### src/rtl/irqc_pkg.sv
package irqc_pkg;
  typedef enum logic [1:0] {
    REG_STATUS   = 2'd0,
    REG_ENABLE   = 2'd1,
    REG_SENSE    = 2'd2,
    REG_POLARITY = 2'd3
  } reg_kind_e;

  // byte offset of the first register of group g; groups from 4 up skip a hole
  function automatic int grp_base(input int g, input int hole_after, input int stride);
    return stride * g + ((g >= hole_after) ? stride : 0);
  endfunction
endpackage

### src/rtl/irqc_input_cond.sv
module irqc_input_cond #(
  parameter int W = 8
) (
  input  logic         clk,
  input  logic         rst_n,
  input  logic [W-1:0] raw_i,
  input  logic [W-1:0] sense_i,
  input  logic [W-1:0] pol_i,
  output logic [W-1:0] set_o
);
  logic [W-1:0] meta_q, sync_q, prev_q;

  always_ff @(posedge clk or negedge rst_n) begin
    if (!rst_n) begin
      meta_q <= '0;
      sync_q <= '0;
      prev_q <= '0;
    end else begin
      meta_q <= raw_i;
      sync_q <= meta_q;
      prev_q <= sync_q;
    end
  end

  for (genvar b = 0; b < W; b++) begin : g_bit
    logic rise, fall, lvl_act, edge_hit;
    always_comb begin
      rise     = sync_q[b] & ~prev_q[b];
      fall     = ~sync_q[b] & prev_q[b];
      lvl_act  = sync_q[b] ^ pol_i[b];
      edge_hit = pol_i[b] ? fall : rise;
      set_o[b] = sense_i[b] ? edge_hit : lvl_act;
    end
  end
endmodule

### src/rtl/irqc_group_regs.sv
module irqc_group_regs #(
  parameter int W = 8
) (
  input  logic         clk,
  input  logic         rst_n,
  input  logic         wr_status_i,
  input  logic         wr_enable_i,
  input  logic         wr_sense_i,
  input  logic         wr_pol_i,
  input  logic [W-1:0] wdata_i,
  input  logic [W-1:0] set_i,
  output logic [W-1:0] status_o,
  output logic [W-1:0] enable_o,
  output logic [W-1:0] sense_o,
  output logic [W-1:0] pol_o
);
  logic [W-1:0] clr_mask;
  assign clr_mask = wr_status_i ? wdata_i : '0;

  always_ff @(posedge clk or negedge rst_n) begin
    if (!rst_n) begin
      status_o <= '0;
      enable_o <= '0;
      sense_o  <= '0;
      pol_o    <= '0;
    end else begin
      status_o <= (status_o & ~clr_mask) | set_i;
      if (wr_enable_i) enable_o <= wdata_i;
      if (wr_sense_i)  sense_o  <= wdata_i;
      if (wr_pol_i)    pol_o    <= wdata_i;
    end
  end

  AST_W1C_CLEARS: assert property (@(posedge clk) disable iff (!rst_n)
    (wr_status_i && ((wdata_i & ~set_i) != '0)) |=>
      ((status_o & $past(wdata_i & ~set_i)) == '0));

  AST_STATUS_STICKY: assert property (@(posedge clk) disable iff (!rst_n)
    !wr_status_i |=> ((~status_o & $past(status_o)) == '0));

  AST_SET_LATCHES: assert property (@(posedge clk) disable iff (!rst_n)
    (set_i != '0) |=> ((status_o & $past(set_i)) == $past(set_i)));
endmodule

### src/rtl/irqc_prio_enc.sv
module irqc_prio_enc #(
  parameter int N      = 192,
  parameter int VEC_W  = 8,
  parameter int OFFSET = 16,
  localparam int IDX_W = $clog2(N)
) (
  input  logic             clk,
  input  logic             rst_n,
  input  logic [N-1:0]     pending_i,
  output logic [VEC_W-1:0] vector_o
);
  logic [IDX_W-1:0] idx;

  // ascending scan: the last hit is the highest index; source 0 is skipped
  always_comb begin
    idx = '0;
    for (int i = 1; i < N; i++) begin
      if (pending_i[i]) idx = IDX_W'(i);
    end
  end

  assign vector_o = VEC_W'(idx) + VEC_W'(OFFSET);

  AST_WINNER_PENDING: assert property (@(posedge clk) disable iff (!rst_n)
    (idx != '0) |-> pending_i[idx]);

  AST_NONE_ONLY_IDLE: assert property (@(posedge clk) disable iff (!rst_n)
    (pending_i[N-1:1] != '0) |-> (vector_o != VEC_W'(OFFSET)));
endmodule

### src/rtl/irqc_grouped_top.sv
module irqc_grouped_top #(
  parameter int NUM_GROUPS = 24,
  parameter int GROUP_W    = 8,
  parameter int ADDR_W     = 8,
  parameter int VEC_OFFSET = 16,
  parameter int VEC_ADDR   = 16,
  parameter int HOLE_AFTER = 4,
  localparam int NUM_SRC   = NUM_GROUPS * GROUP_W,
  localparam int STRIDE    = 4
) (
  input  logic               clk,
  input  logic               rst_n,
  input  logic [NUM_SRC-1:0] irq_raw_i,
  input  logic               reg_wr_i,
  input  logic               reg_rd_i,
  input  logic [ADDR_W-1:0]  reg_addr_i,
  input  logic [GROUP_W-1:0] reg_wdata_i,
  output logic [GROUP_W-1:0] reg_rdata_o,
  output logic               irq_o
);
  import irqc_pkg::*;

  logic [NUM_SRC-1:0] status_all, enable_all, pending_all;
  logic [GROUP_W-1:0] vector;
  logic [GROUP_W-1:0] grp_rd [NUM_GROUPS];
  logic [NUM_GROUPS-1:0] grp_hit;

  for (genvar g = 0; g < NUM_GROUPS; g++) begin : g_grp
    localparam int BASE = grp_base(g, HOLE_AFTER, STRIDE);
    logic [GROUP_W-1:0] set_v, st, en, se, po;
    logic hit;
    reg_kind_e kind;

    assign hit  = (reg_addr_i >= ADDR_W'(BASE)) && (reg_addr_i < ADDR_W'(BASE + STRIDE));
    assign kind = reg_kind_e'(reg_addr_i[1:0] - 2'(BASE));

    irqc_input_cond #(.W(GROUP_W)) u_cond (
      .clk     (clk),
      .rst_n   (rst_n),
      .raw_i   (irq_raw_i[g*GROUP_W +: GROUP_W]),
      .sense_i (se),
      .pol_i   (po),
      .set_o   (set_v)
    );

    irqc_group_regs #(.W(GROUP_W)) u_regs (
      .clk         (clk),
      .rst_n       (rst_n),
      .wr_status_i (reg_wr_i && hit && kind == REG_STATUS),
      .wr_enable_i (reg_wr_i && hit && kind == REG_ENABLE),
      .wr_sense_i  (reg_wr_i && hit && kind == REG_SENSE),
      .wr_pol_i    (reg_wr_i && hit && kind == REG_POLARITY),
      .wdata_i     (reg_wdata_i),
      .set_i       (set_v),
      .status_o    (st),
      .enable_o    (en),
      .sense_o     (se),
      .pol_o       (po)
    );

    always_comb begin
      unique case (kind)
        REG_STATUS:   grp_rd[g] = st;
        REG_ENABLE:   grp_rd[g] = en;
        REG_SENSE:    grp_rd[g] = se;
        default:      grp_rd[g] = po;
      endcase
    end

    assign grp_hit[g] = hit;
    assign status_all[g*GROUP_W +: GROUP_W] = st;
    assign enable_all[g*GROUP_W +: GROUP_W] = en;
  end

  assign pending_all = status_all & enable_all;

  irqc_prio_enc #(.N(NUM_SRC), .VEC_W(GROUP_W), .OFFSET(VEC_OFFSET)) u_enc (
    .clk       (clk),
    .rst_n     (rst_n),
    .pending_i (pending_all),
    .vector_o  (vector)
  );

  logic [GROUP_W-1:0] rd_mux;
  always_comb begin
    rd_mux = '0;
    if (reg_addr_i == ADDR_W'(VEC_ADDR)) rd_mux = vector;
    for (int g = 0; g < NUM_GROUPS; g++) begin
      if (grp_hit[g]) rd_mux = grp_rd[g];
    end
  end

  always_ff @(posedge clk or negedge rst_n) begin
    if (!rst_n) begin
      reg_rdata_o <= '0;
      irq_o       <= 1'b0;
    end else begin
      if (reg_rd_i) reg_rdata_o <= rd_mux;
      irq_o <= |pending_all;
    end
  end

  AST_IRQ_TRACKS: assert property (@(posedge clk) disable iff (!rst_n)
    rst_n |=> (irq_o == $past(|pending_all)));

  AST_RDATA_HOLDS: assert property (@(posedge clk) disable iff (!rst_n)
    !reg_rd_i |=> $stable(reg_rdata_o));

  AST_HIT_ONEHOT: assert property (@(posedge clk) disable iff (!rst_n)
    $onehot0(grp_hit));
endmodule

### config.mk
export PLATFORM = sky130hd
export DESIGN_NAME = irqc_grouped_top
export DESIGN_NICKNAME = d
export VERILOG_FILES = /design/src/rtl/irqc_pkg.sv /design/src/rtl/irqc_input_cond.sv /design/src/rtl/irqc_group_regs.sv /design/src/rtl/irqc_prio_enc.sv /design/src/rtl/irqc_grouped_top.sv
export SDC_FILE = /design/constraint.sdc
export NUM_CORES = 2
export LEC_CHECK = 0
export ABC_AREA = 1
export BUFFER_PORTS_ARGS = -buffer_cell sky130_fd_sc_hd__buf_4
export CORE_MARGIN = 4
export CORE_UTILIZATION = 40
export DETAILED_ROUTE_END_ITERATION = 10
export PLACE_DENSITY = 0.62
export SLEW_MARGIN = 10
export SYNTH_ARGS = -nofsm -noshare
export SYNTH_HDL_FRONTEND = slang
export SYNTH_SLANG_ARGS = --single-unit
### constraint.sdc
create_clock -name clk -period 16.6 [get_ports clk]
set_input_delay 3.32 -clock clk [delete_from_list [all_inputs] [get_ports clk]]
set_output_delay 3.32 -clock clk [all_outputs]
set_load 0.02 [all_outputs]
==> impl_metrics.toml <==
[synth]
yosys-top-cells-count = "nand2_1 (1599), dfrtp_1 (1353), o21ai_0 (923)"
synth_nets = 6150
synth_edf_count = 0
synthAdderAreaFrac = 0.000227
synth_xor_area_frac = 0
synth.most_common_cell = "nand2_1"
yosys.area.top_type = "dfrtp_1"
synth-compound-area-share = 0.160
synth_cell_types = 36
syn-instance-count = 5937
synthArstFlopShare = 1.00
synth_top_family_by_area = "simple AND/OR/NAND/NOR gates"
synth_ff_type = "dfrtp_1"
synthSimpleGateAreaFrac = 0.179
ys_seq_area_frac = 0.613
synth.avg_cell_area_um2 = 9.30
muxShareOfSynthArea = 0
yosysWarnings = 0
postSynthRegisterBits = 1353
synth.top_cell.area_share = 0.613
syn_area_mm2 = 0.0552
synthTopCellsByArea = "dfrtp_1 (61%), nand2_1 (11%), o21ai_0 (8.4%), nor2_1 (3.4%), o311ai_0 (3.0%)"

[grt]
grt_pass1_vias = 42600
gr-total-overflow = 0
busiest_layer = "met2"
grt_use_met2 = 0.342
grt_use_total = 0.228
grt_max_degree = 182
grt_pass1_wl_um = 256000
antenna_found_initial = 8
globalRouteMet3Util = 0.0473
gr-usage-met1 = 0.330

[floorplan]
die_area_mm2 = 0.144
fp.dieW_um = 380
io_pins = 221
core_area_mm2 = 0.137
die_y_um = 380
std_cell_rows = 136
initial_core_util = 0.402

[sta]
rsz0062_at_grt = "false"
holdWs_ns = 0.340
max_freq_ghz = 0.0865
fin_crit_ns = 11.56
worst_clock_skew_ns = 0.0253
hold_viol_final = 0
slew_headroom = 0.196
fin_crit_sh = 0.696
setup_violations = 0
finalSetupTns_ns = 0
slew_viol_final = 0
layout_setup_ws_ns = 5.04
tightest_slew_ns = 1.21

[critical_path]
slowest_stage = "dfrtp_1"
crit_top_cell = "nand2_1"
crit_required_ns = 17.27
cp_max_fo = 3
crit_arrival_ns = 12.23
worstReg2RegStart = "g_grp[0].u_regs.enable_o[1]"
slowest_delay_ns = 0.39
crit_path_start = "g_grp[0].u_regs.enable_o[1]"
reg2reg_depth = 206
worst_setup_path_end_kind = "flip-flop"
worstSetupPathType = "flip-flop to flip-flop"
cp-start-kind = "flip-flop"
reg2reg_slack_ns = 5.04

[clock_network]
root_buffer = "clkbuf_16"
hold_buffers = 0
cts_sinks = 1353
cts_setup_buffers = 0
cts_tree = "yes"
numCtsBuffers = 150
cts_buffer_depth = 3
cts-resized-gates = 0
h-tree-depth = 4
cts.clk_slew.worst_paths_ns = 0.06
clk_latency_ns = 0.81

[final_layout]
fill_cells = 12900
area_growth_pct = 15.7
fin_util = 0.465
final_area_mm2 = 0.0639
fin_nets = 6324
drive_above_1_share = 0.104

[power_and_ir_drop]
netSwitchingFraction = 0.266
p_per_area_mw_per_mm2 = 123
p_leak_nw = 27.5
switchingPower_mw = 2.09
p_int_mw = 5.76
ir_drop_v = 0.0000711
p_clk_frac = 0.439
power_frac_comb = 0.100
seqPwrFrac = 0.461

[hold_path]
hold_path.startpoint = "g_grp[3].u_cond.meta_q[6]"
hold_path_depth = 0
hp-class = "flip-flop to flip-flop"

[placed_design]
placed_cell_area_mm2 = 0.0587
io_buffers = 220
gp_congestion = 0.895
hpwl_um = 107000
dp_slack_ns = 5.22

[job]
cap_violations = 0

[route]
avgViaCountPerCell = 5.41
dr.pass1.iters = 6
ant_nets = 0
first_iter_violations = 4081
drc_errors = 0
wl_um = 165000
num_vias = 43400
avgRoutedWirePerCell_um = 20.6

[run_status]
status = "completed"
==> metal layers <==
layer / wire length [um] / vias to the layer above
li1: - / 20300
met1: 75000 / 21300
met2: 73300 / 1477
met3: 11900 / 291
met4: 4600 / 8
met5: 55 / -
==> through the flow <==
stage,std cells,total power [mW]
2_1_floorplan,5937,4.10
3_3_place_gp,7753,4.45
3_5_place_dp,7753,4.46
4_1_cts,8020,7.93
5_1_grt,8021,8.20
6_report,8024,7.85
==> cell usage in the layout, fill, tap and decap left out, types with 5 or more instances in the layout <==
master,netlist,final
a2111oi_0,6,6
a21oi_1,79,79
a221oi_1,126,126
a31oi_1,6,6
buf_12,0,7
buf_4,2,265
bufinv_16,0,11
clkbuf_1,216,24
clkbuf_16,0,151
clkbuf_8,0,38
clkinv_2,0,23
clkinv_4,0,5
clkinv_8,0,5
clkinvlp_4,0,5
dfrtp_1,1353,1353
inv_1,438,429
inv_6,0,5
nand2_1,1599,1598
nand2_2,74,74
nand2_4,36,37
nand3_1,196,196
nand4_1,8,8
nor2_1,506,503
nor3_1,9,9
nor4_1,8,7
o2111ai_1,38,38
o211ai_1,45,45
o21ai_0,923,923
o21ai_1,13,13
o221ai_1,7,7
o311ai_0,192,192
o31ai_1,6,6
==> state kept, by name, summed over array words and instances, names as in the netlist <==
name and cells:
g_grp.u_cond.prev_q 192, g_grp.u_cond.sync_q 192, irq_o 1, g_grp.u_regs.pol_o 192
g_grp.u_regs.status_o 192, g_grp.u_cond.meta_q 192, g_grp.u_regs.sense_o 192, g_grp.u_regs.enable_o 192
reg_rdata_o 8
==> cell families (layout without fill, tap and decap cells) <==
logic type	after synthesis	after routing
AO/OA/AOI/OAI	1455	1455
adder cells (fa/ha/maj)	1	1
AND/OR/NAND/NOR	2436	2436
other	0	4
flip-flops	1353	1353
buffers and inverters	692	981
==> area by class of cell <==
cell class | count | area, um2 | share of cell area
antenna | 4 | 10.0 | 0.000157
clock buffer | 213 | 4390 | 0.0688
clock inverter | 54 | 749 | 0.0117
inverter | 441 | 1670 | 0.0261
multi-input combinational | 3892 | 18800 | 0.294
sequential | 1353 | 33900 | 0.530
tap | 1794 | 2240 | 0.0351
timing repair buffer | 273 | 2160 | 0.0338
==> worst paths after layout <==
path / to
max: reg_rdata_o[0]
min: g_grp[3].u_cond.sync_q[6]
max reg2reg: reg_rdata_o[0]
min reg2reg: g_grp[3].u_cond.sync_q[6]
max in group asynchronous: g_grp[11].u_cond.prev_q[0]
min in group asynchronous: g_grp[15].u_cond.sync_q[0]
==> worst max-delay path: cells and delay by family (launching register included) <==
kind                   cells  cell delay (ns)
AND/OR/NAND/NOR          205            10.98
flip-flops                 1             0.39
buffers and inverters      1             0.04
==> power groups by stage <==
stage                     clock [mW]  combinational (mW)  sequential [mW]
after floorplan                    0               0.469             3.63
after global placement             0               0.776             3.67
after detailed placement           0               0.784             3.68
after CTS                       3.52               0.788             3.62
after global routing            3.67               0.898             3.64
final                           3.45               0.785             3.62
No activity file was read; power rests on OpenSTA's default activity.
